<file path="src/rtl/bcast_payload_pkg.sv">
package bcast_payload_pkg;

  localparam int MSG_W   = 24;
  localparam int EXTRA_W = 8;
  localparam int PAY_W   = MSG_W + EXTRA_W;
  localparam int FRAME_W = 10;
  localparam int BLK_W   = 6;
  localparam int SFN_LSB = 4;
  localparam int MSG_LO_CNT = 18;  // message bits fed from table entries 14..31

  typedef enum logic [1:0] {
    SET_L4   = 2'd0,
    SET_L8   = 2'd1,
    SET_L64  = 2'd2,
    SET_RSVD = 2'd3
  } setSize_e;

  typedef struct packed {
    logic load;
  } ctrlStrobe_t;

  function automatic int permEntry(input int idx);
    case (idx)
      0: return 16;  1: return 23;  2: return 18;  3: return 17;
      4: return 8;   5: return 30;  6: return 10;  7: return 6;
      8: return 24;  9: return 7;   10: return 0;  11: return 5;
      12: return 3;  13: return 2;  14: return 1;  15: return 4;
      16: return 9;  17: return 11; 18: return 12; 19: return 13;
      20: return 14; 21: return 15; 22: return 19; 23: return 20;
      24: return 21; 25: return 22; 26: return 25; 27: return 26;
      28: return 27; 29: return 28; 30: return 29; default: return 31;
    endcase
  endfunction

  // Destination bit for each bit of the assembled word, selected by class.
  function automatic int destOf(input int srcBit);
    if (srcBit >= MSG_W && srcBit < MSG_W + SFN_LSB)
      return permEntry(srcBit - MSG_W);            // frame-number bits
    else if (srcBit == MSG_W + SFN_LSB)
      return permEntry(10);                        // half-frame bit
    else if (srcBit > MSG_W + SFN_LSB)
      return permEntry(11 + srcBit - (MSG_W + SFN_LSB + 1));
    else if (srcBit < MSG_LO_CNT)
      return permEntry(14 + srcBit);               // low message bits
    else
      return permEntry(4 + srcBit - MSG_LO_CNT);   // high message bits
  endfunction

endpackage

</file>
<file path="src/rtl/bcast_payload_ctrl.sv">
module bcast_payload_ctrl
  import bcast_payload_pkg::*;
(
  input  logic        clk,
  input  logic        rstN,
  input  logic        start,
  output ctrlStrobe_t strobe,
  output logic        done
);

  always_comb strobe.load = start;

  always_ff @(posedge clk) begin
    if (!rstN) done <= 1'b0;
    else       done <= start;
  end

endmodule

</file>
<file path="src/rtl/bcast_payload_dp.sv">
module bcast_payload_dp
  import bcast_payload_pkg::*;
(
  input  logic               clk,
  input  logic               rstN,
  input  ctrlStrobe_t        strobe,
  input  logic [MSG_W-1:0]   msgIn,
  input  logic [FRAME_W-1:0] frameNum,
  input  logic               halfFrame,
  input  logic [BLK_W-1:0]   blockIdx,
  input  logic [1:0]         maxBlocks,
  input  logic               scsMsb,
  output logic [PAY_W-1:0]   payloadOut
);

  logic [EXTRA_W-1:0] extraBits;
  logic [PAY_W-1:0]   payReg;
  logic               unusedInputs;

  assign unusedInputs = ^{frameNum[FRAME_W-1:SFN_LSB], blockIdx[2:0]};

  always_comb begin
    extraBits[SFN_LSB-1:0] = frameNum[SFN_LSB-1:0];
    extraBits[SFN_LSB]     = halfFrame;
    if (setSize_e'(maxBlocks) == SET_L64)
      extraBits[EXTRA_W-1:SFN_LSB+1] = blockIdx[BLK_W-1:3];
    else
      extraBits[EXTRA_W-1:SFN_LSB+1] = {2'b00, scsMsb};
  end

  // Whole-word load: a new request overwrites every bit.
  always_ff @(posedge clk) begin
    if (!rstN)            payReg <= '0;
    else if (strobe.load) payReg <= {extraBits, msgIn};
  end

  for (genvar g = 0; g < PAY_W; g++) begin : g_perm
    localparam int DEST = destOf(g);
    assign payloadOut[DEST] = payReg[g];
  end

endmodule

</file>
<file path="src/rtl/bcast_payload_top.sv">
module bcast_payload_top
  import bcast_payload_pkg::*;
(
  input  logic               clk,
  input  logic               rstN,
  input  logic               start,
  input  logic [MSG_W-1:0]   msgIn,
  input  logic [FRAME_W-1:0] frameNum,
  input  logic               halfFrame,
  input  logic [BLK_W-1:0]   blockIdx,
  input  logic [1:0]         maxBlocks,
  input  logic               scsMsb,
  output logic               done,
  output logic [PAY_W-1:0]   payloadOut
);

  ctrlStrobe_t strobe;

  bcast_payload_ctrl u_ctrl (
    .clk    (clk),
    .rstN   (rstN),
    .start  (start),
    .strobe (strobe),
    .done   (done)
  );

  bcast_payload_dp u_dp (
    .clk        (clk),
    .rstN       (rstN),
    .strobe     (strobe),
    .msgIn      (msgIn),
    .frameNum   (frameNum),
    .halfFrame  (halfFrame),
    .blockIdx   (blockIdx),
    .maxBlocks  (maxBlocks),
    .scsMsb     (scsMsb),
    .payloadOut (payloadOut)
  );

endmodule

</file>
<file path="config.mk">
export PLATFORM = sky130hd
export DESIGN_NAME = bcast_payload_top
export DESIGN_NICKNAME = d
export VERILOG_FILES = /design/src/rtl/bcast_payload_pkg.sv /design/src/rtl/bcast_payload_ctrl.sv /design/src/rtl/bcast_payload_dp.sv /design/src/rtl/bcast_payload_top.sv
export SDC_FILE = /design/constraint.sdc
export NUM_CORES = 1
export LEC_CHECK = 0
export BUFFER_PORTS_ARGS = -buffer_cell sky130_fd_sc_hd__buf_2
export CORE_ASPECT_RATIO = 0.9
export CORE_MARGIN = 5
export CORE_UTILIZATION = 45
export CTS_CLUSTER_DIAMETER = 60
export DETAILED_ROUTE_END_ITERATION = 12
export GPL_ROUTABILITY_DRIVEN = 0
export PLACE_DENSITY = 0.83
export SETUP_SLACK_MARGIN = 0.5
export SKIP_LAST_GASP = 1
export SYNTH_ARGS = -nofsm -noshare
export SYNTH_HDL_FRONTEND = slang
export SYNTH_SLANG_ARGS = --single-unit
</file>
<file path="constraint.sdc">
create_clock -name clk -period 1.8 [get_ports clk]
set_clock_uncertainty 0.2 [all_clocks]
set_input_delay 0.09 -clock clk [delete_from_list [all_inputs] [get_ports clk]]
set_output_delay 0.09 -clock clk [all_outputs]
set_load 0.01 [all_outputs]
</file>
* After elaboration in Yosys (flattened, before gate mapping) *
Cells that the tools add are included.

storage, ports and cells
  logic and storage cells = 4
  bits of input ports = 47
  output and inout bits = 33
  register bits = 33

cells by class
  equality and inequality tests = 1
  multiplexer cells = 1

operator list
  operator              number
  $mux W3               1
  $eq A2 B2 Y1 const B  1

* Depth between registers and ports, before layout *
  word-level depth = 2
  gate-level depth with buffers = 4

* By module *
Synthesis repeated with hierarchy kept, for this count alone.

unflattened totals
  cell total of the unflattened synthesis = 111
  area total of the unflattened synthesis = 1313.8 µm²

by module, submodules not included
  module              cells an instance  area each (µm²)  times used  seq. area each (µm²)
  bcast_payload_dp    108                1280.0           1           640.6
  bcast_payload_ctrl  3                  33.8             1           20.0

* Worst setup path after synthesis *
Ideal clock, no wire load.

  path type = input to register
  from = input port start
  to = register u_dp.payReg[10]
  path slack = 0.884 ns
  cell stages on the path = 4
  buffers on the path = 2
  arrival time = 0.600 ns
  required time = 1.484 ns
  setup time = 0.116 ns
  path through = buf_6 -> buf_12 -> mux2i_1 -> nor2b_1

RTL lines
  what                    RTL line                RTL
  start: declaration      bcast_payload_top.sv:6  input logic start,
  end signal: assignment  bcast_payload_dp.sv:34  else if (strobe.load) payReg <= {extraBits, msgIn};
  end: declaration        bcast_payload_dp.sv:17  logic [PAY_W-1:0] payReg;

* Worst setup path after layout *
  from = input port maxBlocks[1]
  to = register u_dp.payReg[29]

on the way
  longest elaborated chain between the ends = 2

RTL lines
  what                RTL line                 RTL
  start: declaration  bcast_payload_top.sv:11  input logic [1:0] maxBlocks,
  $eq A2 B2 Y1        bcast_payload_dp.sv:25   if (setSize_e'(maxBlocks) == SET_L64)
  $mux W3             bcast_payload_dp.sv:25

No other way between the ends.
A chain may end at the register's enable or synchronous reset.

==> reports/summary.md <==
The count of distinct cell types in the synthesized netlist is 14, and the actual transition at the worst max-transition pin is 458.3 ps. Arrival time at the worst endpoint: 1210 ps. The tools report the cell area after synthesis as 1310 um^2. Walking the worst path, the cells encountered are dlygate4sd3_1 -> buf_2 -> nor4bb_1 -> a311oi_2.

Overall power consumption after layout is estimated at 1.478 mW. The commonest non-fill, non-tap cell in the layout was sky130_fd_sc_hd__buf_2. For this run, the number of Yosys warnings is 0. After layout, the minimum clock period comes to 1217 ps.

Number of antenna violations at the first check in global routing: 0. The share of synthesized cell area in full adder, half adder and majority cells was 0%; the max-slew violation count was 0. The largest family of logic cells by synthesized area is multiplexers.

In the final timing run, aggregate negative setup slack is 0 ps. The cell at the slowest stage of the critical path is sky130_fd_sc_hd__dlygate4sd3_1. The fraction of the mapped netlist area in compound gates came out at 2.961%. For the total core area, the log shows 2770 um^2. The die width was 66.88 um; the mux cell area share after synthesis was 22.16%.

Setup repair after global routing left no endpoint under its margin. Across the run, the number of max-cap violations was 0. Across the VDD grid, the largest voltage drop is 555.0 uV. Placed wire-length estimate: 2.095 mm. The final-layout fill cell count is 195, and the total wirelength of the detailed-routed design is 3.466 mm. After Yosys synthesis, XOR and XNOR cells account for 0% of the synthesized area. Port buffering added 70 buffers. The number of setup buffers added after CTS is 0.

The critical path is of the primary input to flop type. The tree is rooted in a sky130_fd_sc_hd__clkbuf_4. On the worst path, the slowest cell contributes a delay of 540 ps. Global routing finished with a remaining overflow of 0. The number of iterations in the first detailed-routing pass is 3. In this run, the number of DRC markers left after iteration 0 of detailed routing was 35. The logs give 0 for the setup-violating endpoint count in the final report and 1144 for the total number of vias. Of the cells placed in the final design, the portion with a size suffix greater than 1 is 36.87%. After layout, the worst path uses 67.61% of the clock period. The all-layer global routing usage was 18.54%; the die extent in y was 61.19 um. The initialized floorplan defines 18 standard-cell rows. The tools report the number of levels the H-tree was split into as 2.

The run gives 33 as the CTS sink count. The endpoint type of the worst setup path was a flop. When the netlist entered floorplanning its net count stood at 157. Clock-pin slew was measured on the worst setup and hold paths at 90 ps. The tools report the reported leakage power as 1.021 nW. STA puts the critical path data required time at 1790 ps.

The tools report the achievable clock frequency as 0.8217 GHz. The number of antenna diodes in the final layout is 0. A synthesized cell averages 11.91 um^2. Compared with the post-synthesis result, the final layout area differs by 56.35%.

The logs give 0 for the post-detailed-route DRC marker count and 110 for the number of standard cells after synthesis. After detailed routing, the number of vias per cell comes to 4.451. The post-synthesis sequential element count came out at 33.

In the layout the commonest cells are 70 x sky130_fd_sc_hd__buf_2, 35 x sky130_fd_sc_hd__dlygate4sd3_1, 33 x sky130_fd_sc_hd__dfxtp_1. Headroom to the max-slew limit came out at 69.45%. The routed length per instance is 13.49 um, and the die footprint is 4092 um^2. The logs give 1188 for the via count of the first global-routing pass and 0 for the number of nets with antenna violations after routing.

The number of clock buffers inserted by TritonCTS came out at 5. The tightest min-delay check is of the primary input to flop type. Summing the areas of all and, or, nand and nor instances in the mapped netlist gives 17.86% of the synthesized area. The worst setup path is launched from a primary input. The power density normalized to cell area came out at 721.5 nW/um^2. For this design the top-level I/O count stands at 80.

Counting along the longest clock path gives a buffer depth of 2. For the global-route wire length before repair, the log shows 5.402 mm. The run finished with clean final reports. TritonCTS built the clock tree.

The initial core utilization was 47.29%. At the end of the flow, the number of nets in the layout was 264. The logs give 34 for the maximum number of pins on one net before global-route repair and 0 for the hold violation count in the final report.

The maximum fanout along the worst path is 4. For the worst-skew pair, the clock arrives at the later sink with an insertion delay of 320 ps. Of the synthesized area, sequential elements account for 50.43%.
state kept, by name, summed over array words and instances, names as in the netlist:
| signal | count |
|---|---|
| u_dp.payReg | 32 |
| u_ctrl.done | 1 |
Yosys cell counts:
master,n,area [um^2]
sky130_fd_sc_hd__dfxtp_1,33,660.6
sky130_fd_sc_hd__mux2i_1,29,290.3
sky130_fd_sc_hd__nor2b_1,29,181.4
sky130_fd_sc_hd__buf_12,3,60.06
sky130_fd_sc_hd__clkbuf_1,3,11.26
sky130_fd_sc_hd__nand2b_1,3,18.77
sky130_fd_sc_hd__a21boi_1,2,15.01
sky130_fd_sc_hd__nand4b_1,2,17.52
sky130_fd_sc_hd__a311oi_2,1,15.01
sky130_fd_sc_hd__and2_1,1,6.260
sky130_fd_sc_hd__buf_6,1,11.26
sky130_fd_sc_hd__inv_1,1,3.750
sky130_fd_sc_hd__nor4bb_1,1,10.01
sky130_fd_sc_hd__o21ai_2,1,8.760
per-stage QoR:
| step | area (um^2) | instances | util (%) | worst slack, ps | hold slack [ps] |
|---|---|---|---|---|---|
| 6_report | 2048 | 257 | 73.94 | 583.0 | 36.80 |
| 3_3_place_gp | 1643 | 215 | 59.30 | 666.1 | 144.9 |
| 4_1_cts | 2048 | 257 | 73.94 | 569.8 | 25.09 |
| 5_1_grt | 2048 | 257 | 73.94 | 592.1 | 61.64 |
| 3_5_place_dp | 1643 | 215 | 59.30 | 550.4 | 159.8 |
| 2_1_floorplan | 1310 | 110 | - | 884.0 | 13.01 |
repair_timing:
| item | CTS | global route |
|---|---|---|
| endpoints found under the setup margin | 0 | 0 |
| hold buffers | 35 | 0 |
| gates resized for setup | 0 | 0 |
| endpoints found under the hold margin | 32 | 0 |
layout make-up:
cell class                 instances  area (um^2)  area share (%)
sequential                        33        660.6           32.25
timing repair buffer             107        715.7           34.94
tap                               40        50.05           2.443
clock buffer                       7        55.05           2.688
multi-input combinational         69        563.0           27.49
inverter                           1        3.754          0.1833
power by group:
| group | switching (mW) | internal [mW] | total [mW] | leakage, nW |
|---|---|---|---|---|
| registers | 0.0199 | 0.772 | 0.792 | 0.272 |
| logic | 0.115 | 0.162 | 0.277 | 0.717 |
| clock network | 0.225 | 0.184 | 0.409 | 0.0314 |
| total | 0.359 | 1.12 | 1.48 | 1.02 |
per-layer routing:
layer	wire (um)	global-route usage (%)	part of all wire, %	vias to the layer above
li1	-	-	-	580
met1	1372	18.41	40	509
met2	1761	34.46	51	51
met3	294	8.577	8.5	4
met4	38	6.358	1.1	0
met5	0	0	0	-
critical path: cells and delay by family:
kind                   cells  cell delay, ps
AO/OA/AOI/OAI              1              90
buffers and inverters      2             680
AND/OR/NAND/NOR            1             350
worst paths after layout:
| check | from | end | slack, ps | cells past startpoint |
|---|---|---|---|---|
| worst min-delay path | rstN | u_dp.payReg[29]$_SDFFE_PN0P_ | 40 | 3 |
| worst max-delay path | maxBlocks[1] | u_dp.payReg[29]$_SDFFE_PN0P_ | 580 | 4 |
| worst min register to register | u_dp.payReg[30]$_SDFFE_PN0P_ | u_dp.payReg[30]$_SDFFE_PN0P_ | 280 | 2 |
| worst max register to register | u_dp.payReg[29]$_SDFFE_PN0P_ | u_dp.payReg[29]$_SDFFE_PN0P_ | 870 | 2 |
kinds of logic (layout without fill, tap and decap cells):
kind of cell	after synthesis	count (layout)
compound gates	4	4
mux	29	29
flops	33	33
buf+inv	8	115
simple gates	36	36
No activity file was read; power rests on OpenSTA's default activity.
